**src/rtl/rb_pkg.sv**
```systemverilog
package rb_pkg;
  localparam int REG_W  = 32;
  localparam int HALF_W = REG_W / 2;

  // Merge new data into old data under a per-bit enable held in the upper half.
  function automatic logic [REG_W-1:0] masked_merge(input logic [REG_W-1:0] old_v,
                                                     input logic [REG_W-1:0] wr_v);
    logic [HALF_W-1:0] en;
    en = wr_v[REG_W-1:HALF_W];
    return {{HALF_W{1'b0}}, (old_v[HALF_W-1:0] & ~en) | (wr_v[HALF_W-1:0] & en)};
  endfunction
endpackage

```
**src/rtl/rb_commit_ctrl.sv**
```systemverilog
module rb_commit_ctrl (
  input  logic clk,
  input  logic rst,
  input  logic cfg_wr,
  input  logic frame_start,
  output logic commit,
  output logic pending_q
);
  // The copy fires only when the commit was armed before this cycle.
  assign commit = pending_q & frame_start;

  always_ff @(posedge clk) begin
    if (rst) pending_q <= 1'b0;
    else     pending_q <= cfg_wr | (pending_q & ~frame_start);
  end

  a_r6_cfg_arms: assert property (@(posedge clk) disable iff (rst)
    cfg_wr |=> pending_q);
  a_r7_commit_clears: assert property (@(posedge clk) disable iff (rst)
    (pending_q && frame_start && !cfg_wr) |=> !pending_q);
  a_r7_idle_stays: assert property (@(posedge clk) disable iff (rst)
    (!pending_q && !cfg_wr) |=> !pending_q);
endmodule

```
**src/rtl/rb_slot.sv**
```systemverilog
module rb_slot
  import rb_pkg::*;
#(
  parameter bit MASKED = 1'b1
) (
  input  logic             clk,
  input  logic             rst,
  input  logic             we,
  input  logic [REG_W-1:0] wdata,
  input  logic             commit,
  output logic [REG_W-1:0] shadow_q,
  output logic [REG_W-1:0] active_q
);
  logic [REG_W-1:0] next_v;

  generate
    if (MASKED) begin : g_masked
      assign next_v = masked_merge(shadow_q, wdata);

      a_r2_empty_enable_keeps: assert property (@(posedge clk) disable iff (rst)
        (we && wdata[REG_W-1:HALF_W] == '0) |=> $stable(shadow_q));
      a_r4_upper_half_zero: assert property (@(posedge clk) disable iff (rst)
        shadow_q[REG_W-1:HALF_W] == '0);
    end else begin : g_plain
      assign next_v = wdata;

      a_r3_full_replace: assert property (@(posedge clk) disable iff (rst)
        we |=> shadow_q == $past(wdata));
    end
  endgenerate

  always_ff @(posedge clk) begin
    if (rst) begin
      shadow_q <= '0;
      active_q <= '0;
    end else begin
      if (we)     shadow_q <= next_v;
      if (commit) active_q <= shadow_q;
    end
  end

  a_r9_copy_pre_write: assert property (@(posedge clk) disable iff (rst)
    commit |=> active_q == $past(shadow_q));
  a_r5_active_holds: assert property (@(posedge clk) disable iff (rst)
    !commit |=> $stable(active_q));
endmodule

```
**src/rtl/hwm_reg_bank.sv**
```systemverilog
module hwm_reg_bank
  import rb_pkg::*;
#(
  parameter int                    NUM_REGS   = 8,
  parameter logic [NUM_REGS-1:0]   MASKED_MAP = 8'h0F,
  localparam int                   ADDR_W     = $clog2(NUM_REGS + 1)
) (
  input  logic                      clk,
  input  logic                      rst,
  input  logic                      wr_en,
  input  logic [ADDR_W-1:0]         wr_addr,
  input  logic [REG_W-1:0]          wr_data,
  input  logic                      rd_en,
  input  logic [ADDR_W-1:0]         rd_addr,
  output logic [REG_W-1:0]          rd_data,
  input  logic                      frame_start,
  output logic [NUM_REGS*REG_W-1:0] active_out,
  output logic                      commit_pending
);
  localparam logic [ADDR_W-1:0] CTRL_ADDR = ADDR_W'(NUM_REGS);

  logic [REG_W-1:0] shadow [NUM_REGS];
  logic             commit;
  logic             cfg_wr;
  logic [REG_W-1:0] rd_mux;

  assign cfg_wr = wr_en && (wr_addr == CTRL_ADDR) && wr_data[0];

  rb_commit_ctrl u_commit (
    .clk         (clk),
    .rst         (rst),
    .cfg_wr      (cfg_wr),
    .frame_start (frame_start),
    .commit      (commit),
    .pending_q   (commit_pending)
  );

  generate
    for (genvar i = 0; i < NUM_REGS; i++) begin : g_slot
      logic we_i;
      assign we_i = wr_en && (wr_addr == ADDR_W'(i));
      rb_slot #(.MASKED(MASKED_MAP[i])) u_slot (
        .clk      (clk),
        .rst      (rst),
        .we       (we_i),
        .wdata    (wr_data),
        .commit   (commit),
        .shadow_q (shadow[i]),
        .active_q (active_out[i*REG_W +: REG_W])
      );
    end
  endgenerate

  always_comb begin
    rd_mux = '0;
    for (int i = 0; i < NUM_REGS; i++)
      if (rd_addr == ADDR_W'(i)) rd_mux = shadow[i];
    if (rd_addr == CTRL_ADDR) rd_mux = {{(REG_W-1){1'b0}}, commit_pending};
  end

  always_ff @(posedge clk) begin
    if (rst)        rd_data <= '0;
    else if (rd_en) rd_data <= rd_mux;
  end

  a_r11_unmapped_reads_zero: assert property (@(posedge clk) disable iff (rst)
    (rd_en && rd_addr > CTRL_ADDR) |=> rd_data == '0);
  a_r11_unmapped_no_arm: assert property (@(posedge clk) disable iff (rst)
    (wr_en && wr_addr > CTRL_ADDR && !commit_pending) |=> !commit_pending);
  a_r10_reset_clears: assert property (@(posedge clk)
    rst |=> (active_out == '0 && !commit_pending && rd_data == '0));
endmodule

```
**config.mk**
```make
export PLATFORM = sky130hd
export DESIGN_NAME = hwm_reg_bank
export DESIGN_NICKNAME = d
export VERILOG_FILES = /design/src/rtl/rb_pkg.sv /design/src/rtl/rb_commit_ctrl.sv /design/src/rtl/rb_slot.sv /design/src/rtl/hwm_reg_bank.sv
export SDC_FILE = /design/constraint.sdc
export NUM_CORES = 1
export LEC_CHECK = 0
export BUFFER_PORTS_ARGS = -buffer_cell sky130_fd_sc_hd__buf_2
export CAP_MARGIN = 20
export CORE_MARGIN = 8
export CORE_UTILIZATION = 40
export CTS_CLUSTER_DIAMETER = 50
export CTS_CLUSTER_SIZE = 10
export DETAILED_ROUTE_END_ITERATION = 16
export SETUP_SLACK_MARGIN = 0.3
export SKIP_LAST_GASP = 1
export SYNTH_ARGS = -nofsm -noshare
export SYNTH_HDL_FRONTEND = slang
export SYNTH_SLANG_ARGS = --single-unit
```
**constraint.sdc**
```tcl
create_clock -name clk -period 2.82 [get_ports clk]
set_clock_uncertainty 0.05 [all_clocks]
set_input_delay 0.423 -clock clk [delete_from_list [all_inputs] [get_ports clk]]
set_output_delay 0.423 -clock clk [all_outputs]
set_load 0.005 [all_outputs]
```
==> flow_summary.yaml, run 1 <==
outcome:
  status: "finished clean"
grt:
  grt-ovfl-total: 0
  antenna_found_initial: 6
  grt_pass1_vias: 14563
  grt_start_max_net_pins: 195
  grt_pass1_wl_mm: 89.5
  grtUsageTotal_pct: 23.0
synth:
  yosysTopAreaCellShare_pct: 49.2
  yosysMostFrequentCell: "nand2_1"
  synth_cell_types: 40
  yosys-top-cells-area: "dfxtp_1 49%, nand2_1 15%, a21oi_1 10%, mux2i_1 4.7%, buf_4 3.7%"
  yosys.area.top_type: "dfxtp_1"
  synth.avg_cell_area_sq_um: 8.07
  yosysWarnings: 0
  syn_inst: 2102
  ys.flop_type: "dfxtp_1"
  async_flop_share_pct: 0
  syn_area_sq_mm: 0.0170
  ys_ff_latch: 417
  ys_seq_area_share_pct: 49.2
  synth_common_cells: "664 x nand2_1, 417 x dfxtp_1, 351 x a21oi_1, 98 x nor2_1, 91 x clkbuf_1"
  synth_enable_flop_cells: 0
detailed_routing:
  drtIter0Drc: 1265
  firstDrtPassIters: 7
  wirelength_mm: 58.8
  final_antenna_net_count: 0
  drc: 0
  vias: 15035
  routedWlPerCell_um: 20.8
  vias_per_cell: 5.33
die:
  initial_core_util_pct: 40.4
  core_sq_mm: 0.0419
  die_w_um: 222
  ios: 334
  rows: 75
  dieArea_sq_mm: 0.0493
  fp.dieH_um: 222
cells_and_area:
  drive_gt1_share_pct: 17.5
  stdcell_area_sq_mm: 0.0197
  nets: 2309
  area_growth_pct: 16.2
  post-route-util_pct: 47.0
clocking:
  clockRootBuffer: "clkbuf_16"
  postCtsSetupBuffers: 0
  cts_buffers: 50
  clock_path_buffers: 3
  clock_sink_count: 417
  clk_latency_ns: 0.58
  cts_tree: "yes"
  hold_buffers: 0
  clk_pin_slew_ns: 0.05
  cts_max_level: 2
  ctsResizeCount: 0
worst_setup_path:
  slowest_delay_ns: 0.60
  cp_num_buf_inv: 1
  arrival_ns: 2.39
  crit_path_end_kind: "flip-flop"
  criticalPathCategory: "reg2reg"
  cp_cell_sequence: "and2_4 > buf_4 > nand2_1 > a21oi_1"
  critPathMaxFanout: 49
  critPathTopFamily: "simple AND/OR/NAND/NOR gates"
  crit_slowest_cell: "and2_4"
  critPathLaunchType: "flip-flop"
  crit_required_ns: 3.27
sta:
  rsz0062_at_grt: "no"
  hold_viol_final: 0
  fin_crit_sh_pct: 69.1
  setup_viol: 0
  fin_tns_setup_ns: 0
  relSlewSlack_pct: 35.9
  worst_pin_slew_ns: 0.961
  period_needed_ns: 1.95
  drv_slew: 0
  max_freq_mhz: 513
  setup_ws_ns: 0.872
pwr:
  power.leakage_uw: 0.00796
  total_power_uw: 12500
  p_seq_share_pct: 47.9
  power_frac_comb_pct: 4.5
  switching_share_pct: 22.8
  peakVddDrop_mv: 0.396
  p_clk_share_pct: 47.7
  power_switching_uw: 2840
  pwr_density_cell_mw_per_mm2: 632
  p_int_uw: 9620
placed_design:
  numPortBuffers: 269
  gp_congestion: 0.911
  placed_area_sq_mm: 0.0182
  dp_slack_ns: 0.708
  hpwl_mm: 41.7
min_path:
  hold_class: "in2reg"
job:
  maxCapViolations: 0
logic make-up (layout without fill, tap and decap cells):
logic type	Yosys count	count (layout)	share of synthesized area [%]
other	1	66	0.0221
buffers and inverters	257	371	8.12
muxes	113	113	7.99
DFF	417	417	49.2
AOI/OAI and AO/OA	448	448	14.3
and+or+nand+nor	866	866	20.3
metal layers:
| metal | global-route usage (%) | routed length, um | vias up |
|---|---|---|---|
| li1 | - | - | 7156 |
| met1 | 28.4 | 24100 | 7180 |
| met2 | 38.1 | 27900 | 576 |
| met3 | 6.08 | 4780 | 115 |
| met4 | 8.49 | 1890 | 8 |
| met5 | 0 | 46 | - |
final cells by class:
type / instances / area [sq um]
multi-input cells: 1491 / 7490
well taps: 539 / 674
flip-flops and latches: 417 / 8350
inverters: 1 / 3.75
clock buffers: 63 / 1410
clock inverters: 4 / 51.3
diodes: 2 / 5.00
repair buffers: 303 / 1730
fillers: 4146 / 22200
placed cells by master (no fill, tap or decap), drive strengths merged, types with 2 or more instances in the layout:
cell	count
a211oi	15
a21oi	351
a22oi	14
a2bb2oi	15
and2	6
buf	303
clkbuf	63
clkinv	3
conb	64
dfxtp	417
diode	2
mux2	19
mux2i	80
mux4	14
nand2	664
nand2b	19
nand3	64
nor2	99
nor2b	3
nor3	3
nor3b	2
o21ai	18
o221ai	3
o22ai	30
stage by stage:
step | hold WS (ns) | instances
2_1_floorplan | 0.390 | 2165
3_3_place_gp | 0.390 | 2750
3_5_place_dp | 0.393 | 2751
4_1_cts | 0.101 | 2818
5_1_grt | 0.129 | 2819
6_report | 0.136 | 2820
worst paths after layout:
kind	from	to	slack (ns)	depth (start not counted)
setup / recovery	u_commit.pending_q	g_slot[7].u_slot.active_q[1]	0.87	4
hold / removal	rst	g_slot[7].u_slot.active_q[13]	0.14	2
setup reg to reg	u_commit.pending_q	g_slot[7].u_slot.active_q[1]	0.87	4
hold reg to reg	g_slot[6].u_slot.active_q[0]	g_slot[6].u_slot.active_q[0]	0.40	2
power by group through the flow:
stage | combinational [uW] | sequential (uW) | clock [uW]
global placement | 538 | 6090 | 0
CTS | 547 | 5960 | 6050
global route | 601 | 5960 | 6290
floorplan | 450 | 6080 | 0
finish | 558 | 5960 | 5940
detailed placement | 545 | 6090 | 0
(Power assumes the default switching activity.)
==> run 2: changes to the inputs <==
==> constraint.sdc (replaced) <==
create_clock -name clk -period 1.9 [get_ports clk]
set_clock_uncertainty 0.05 [all_clocks]
set_input_delay 0.285 -clock clk [delete_from_list [all_inputs] [get_ports clk]]
set_output_delay 0.285 -clock clk [all_outputs]
set_load 0.005 [all_outputs]
==> run 2 against run 1 <==
  * Sequential share of layout area down 0.64 points
  * Clock power increased by 46%
  * Core utilization is 0.73 points higher
  * Via count decreased by 1.0%
  * Count of clock-buffer cells in the layout decreased by 6
  * Hold slack got worse by 0.11 ns
  * Register-to-register slack got worse by 0.45 ns
  * Die area unchanged
  * Highest routed layer unchanged
==> flow_summary.yaml, run 2 (synthesized netlist as in run 1, its figures left out) <==
outcome:
  status: "finished clean"
grt:
  grt_start_max_net_pins: 205
  grt_pass1_wl_mm: 89.0
  grt_pass1_vias: 14579
  grtUsageTotal_pct: 22.8
  grt-ovfl-total: 0
  antenna_found_initial: 9
detailed_routing:
  final_antenna_net_count: 0
  vias_per_cell: 5.23
  vias: 14885
  drtIter0Drc: 1187
  firstDrtPassIters: 5
  wirelength_mm: 58.7
  routedWlPerCell_um: 20.6
  drc: 0
sta:
  hold_viol_final: 0
  fin_hold_ws_ns: 0.0229
  max_freq_mhz: 644
  period_needed_ns: 1.55
  relSlewSlack_pct: 33.9
  rsz0062_at_grt: "no"
  fin_crit_sh_pct: 81.8
  worst_pin_slew_ns: 0.987
  drv_slew: 0
  setup_viol: 0
worst_setup_path:
  critPathMaxFanout: 52
  cp_num_buf_inv: 3
  crit_start: "frame_start"
  crit_slowest_cell: "dlygate4sd3_1"
  critPathLaunchType: "input pin"
  crit_required_ns: 2.35
  r2r-start: "u_commit.pending_q"
  crit_path_end_kind: "flip-flop"
  slowest_delay_ns: 0.60
  critPathTopFamily: "buffers and inverters"
  criticalPathCategory: "in2reg"
  arrival_ns: 2.01
  cp_cell_sequence: "dlygate4sd3_1 > buf_2 > and2_4 > buf_12 > nand2_1 > a21oi_1"
cells_and_area:
  area_growth_pct: 18.0
  drive_gt1_share_pct: 17.8
  nets: 2335
  nFillCells: 4197
  mostFrequentLayoutCells: "663 x nand2_1, 416 x dfxtp_1, 351 x a21oi_1, 267 x buf_2, 97 x nor2_1"
  layout_commonest_cell: "nand2_1"
  post-route-util_pct: 47.7
  fin_cells: 2846
clocking:
  cts_max_level: 2
  clk_latency_ns: 0.58
  cts_buffers: 51
  clockRootBuffer: "clkbuf_16"
  cts_tree: "yes"
  clock_path_buffers: 3
  clock_sink_count: 417
  clk_pin_slew_ns: 0.05
pwr:
  pwr_density_cell_mw_per_mm2: 921
  peakVddDrop_mv: 0.626
  power.leakage_uw: 0.00809
  total_power_uw: 18400
die:
  dieArea_sq_mm: 0.0493
  die_w_um: 222
  rows: 75
  core_sq_mm: 0.0419
  ios: 334
  initial_core_util_pct: 40.4
  fp.dieH_um: 222
min_path:
  hold_class: "in2reg"
  hp-start: "wr_data[30]"
job:
  maxCapViolations: 0
placed_design:
  gp_congestion: 0.872
  hpwl_mm: 42.1
  place_inst: 2761
  numPortBuffers: 269
run 2: worst paths after layout:
kind	endpoint	slack [ns]	cells after the start
worst max-delay path	g_slot[2].u_slot.active_q[12]	0.35	6
worst min-delay path	g_slot[7].u_slot.shadow_q[30]	0.02	3
worst max register to register	g_slot[2].u_slot.active_q[12]	0.42	4
worst min register to register	g_slot[5].u_slot.active_q[24]	0.40	2
run 2: area by class of cell:
cell class / count / area (sq um) / area share, %
clock buffers: 57 / 1320 / 6.59
multi-input cells: 1491 / 7490 / 37.4
repair buffers: 328 / 2060 / 10.3
inverters: 1 / 3.75 / 0.0187
diodes: 4 / 10.0 / 0.0500
well taps: 539 / 674 / 3.37
flip-flops and latches: 417 / 8350 / 41.7
clock inverters: 9 / 108 / 0.537
run 2: per-stage QoR:
step | setup slack, ns | TNS, ns | cell area, sq um
finish | 0.346 | 0 | 20000
global route | 0.310 | 0 | 20000
CTS | 0.378 | 0 | 20000
detailed placement | -0.206 | -2.73 | 18400
global placement | -0.176 | -2.36 | 18400
floorplan | 0.424 | 0 | 17200
run 2: what timing repair did:
item	4_1_cts	5_1_grt
gates resized for setup	1	1
setup endpoints to repair	1	7
setup buffers	0	0
cloned	0	0
endpoints found under the hold margin	38	0
hold buffers	15	0
run 2: power breakdown:
part / switching, uW / internal [uW]
Combinational: 630 / 260
Clock: 3560 / 5120
Sequential: 49.6 / 8800
Total: 4240 / 14200
run 2: layer usage:
metal | GRT usage (%) | wire length, um | part of all wire [%] | vias up
met5 | 0 | 59 | 0.10 | -
li1 | - | - | - | 7207
met4 | 7.14 | 1560 | 2.7 | 10
met3 | 6.12 | 4250 | 7.2 | 91
met1 | 28.2 | 24500 | 42 | 7110
met2 | 38.4 | 28300 | 48 | 467
run 2: worst min-delay path: stages:
cell and delay, ns:
buf_2 0.18, nand2_1 0.08, a21oi_1 0.05
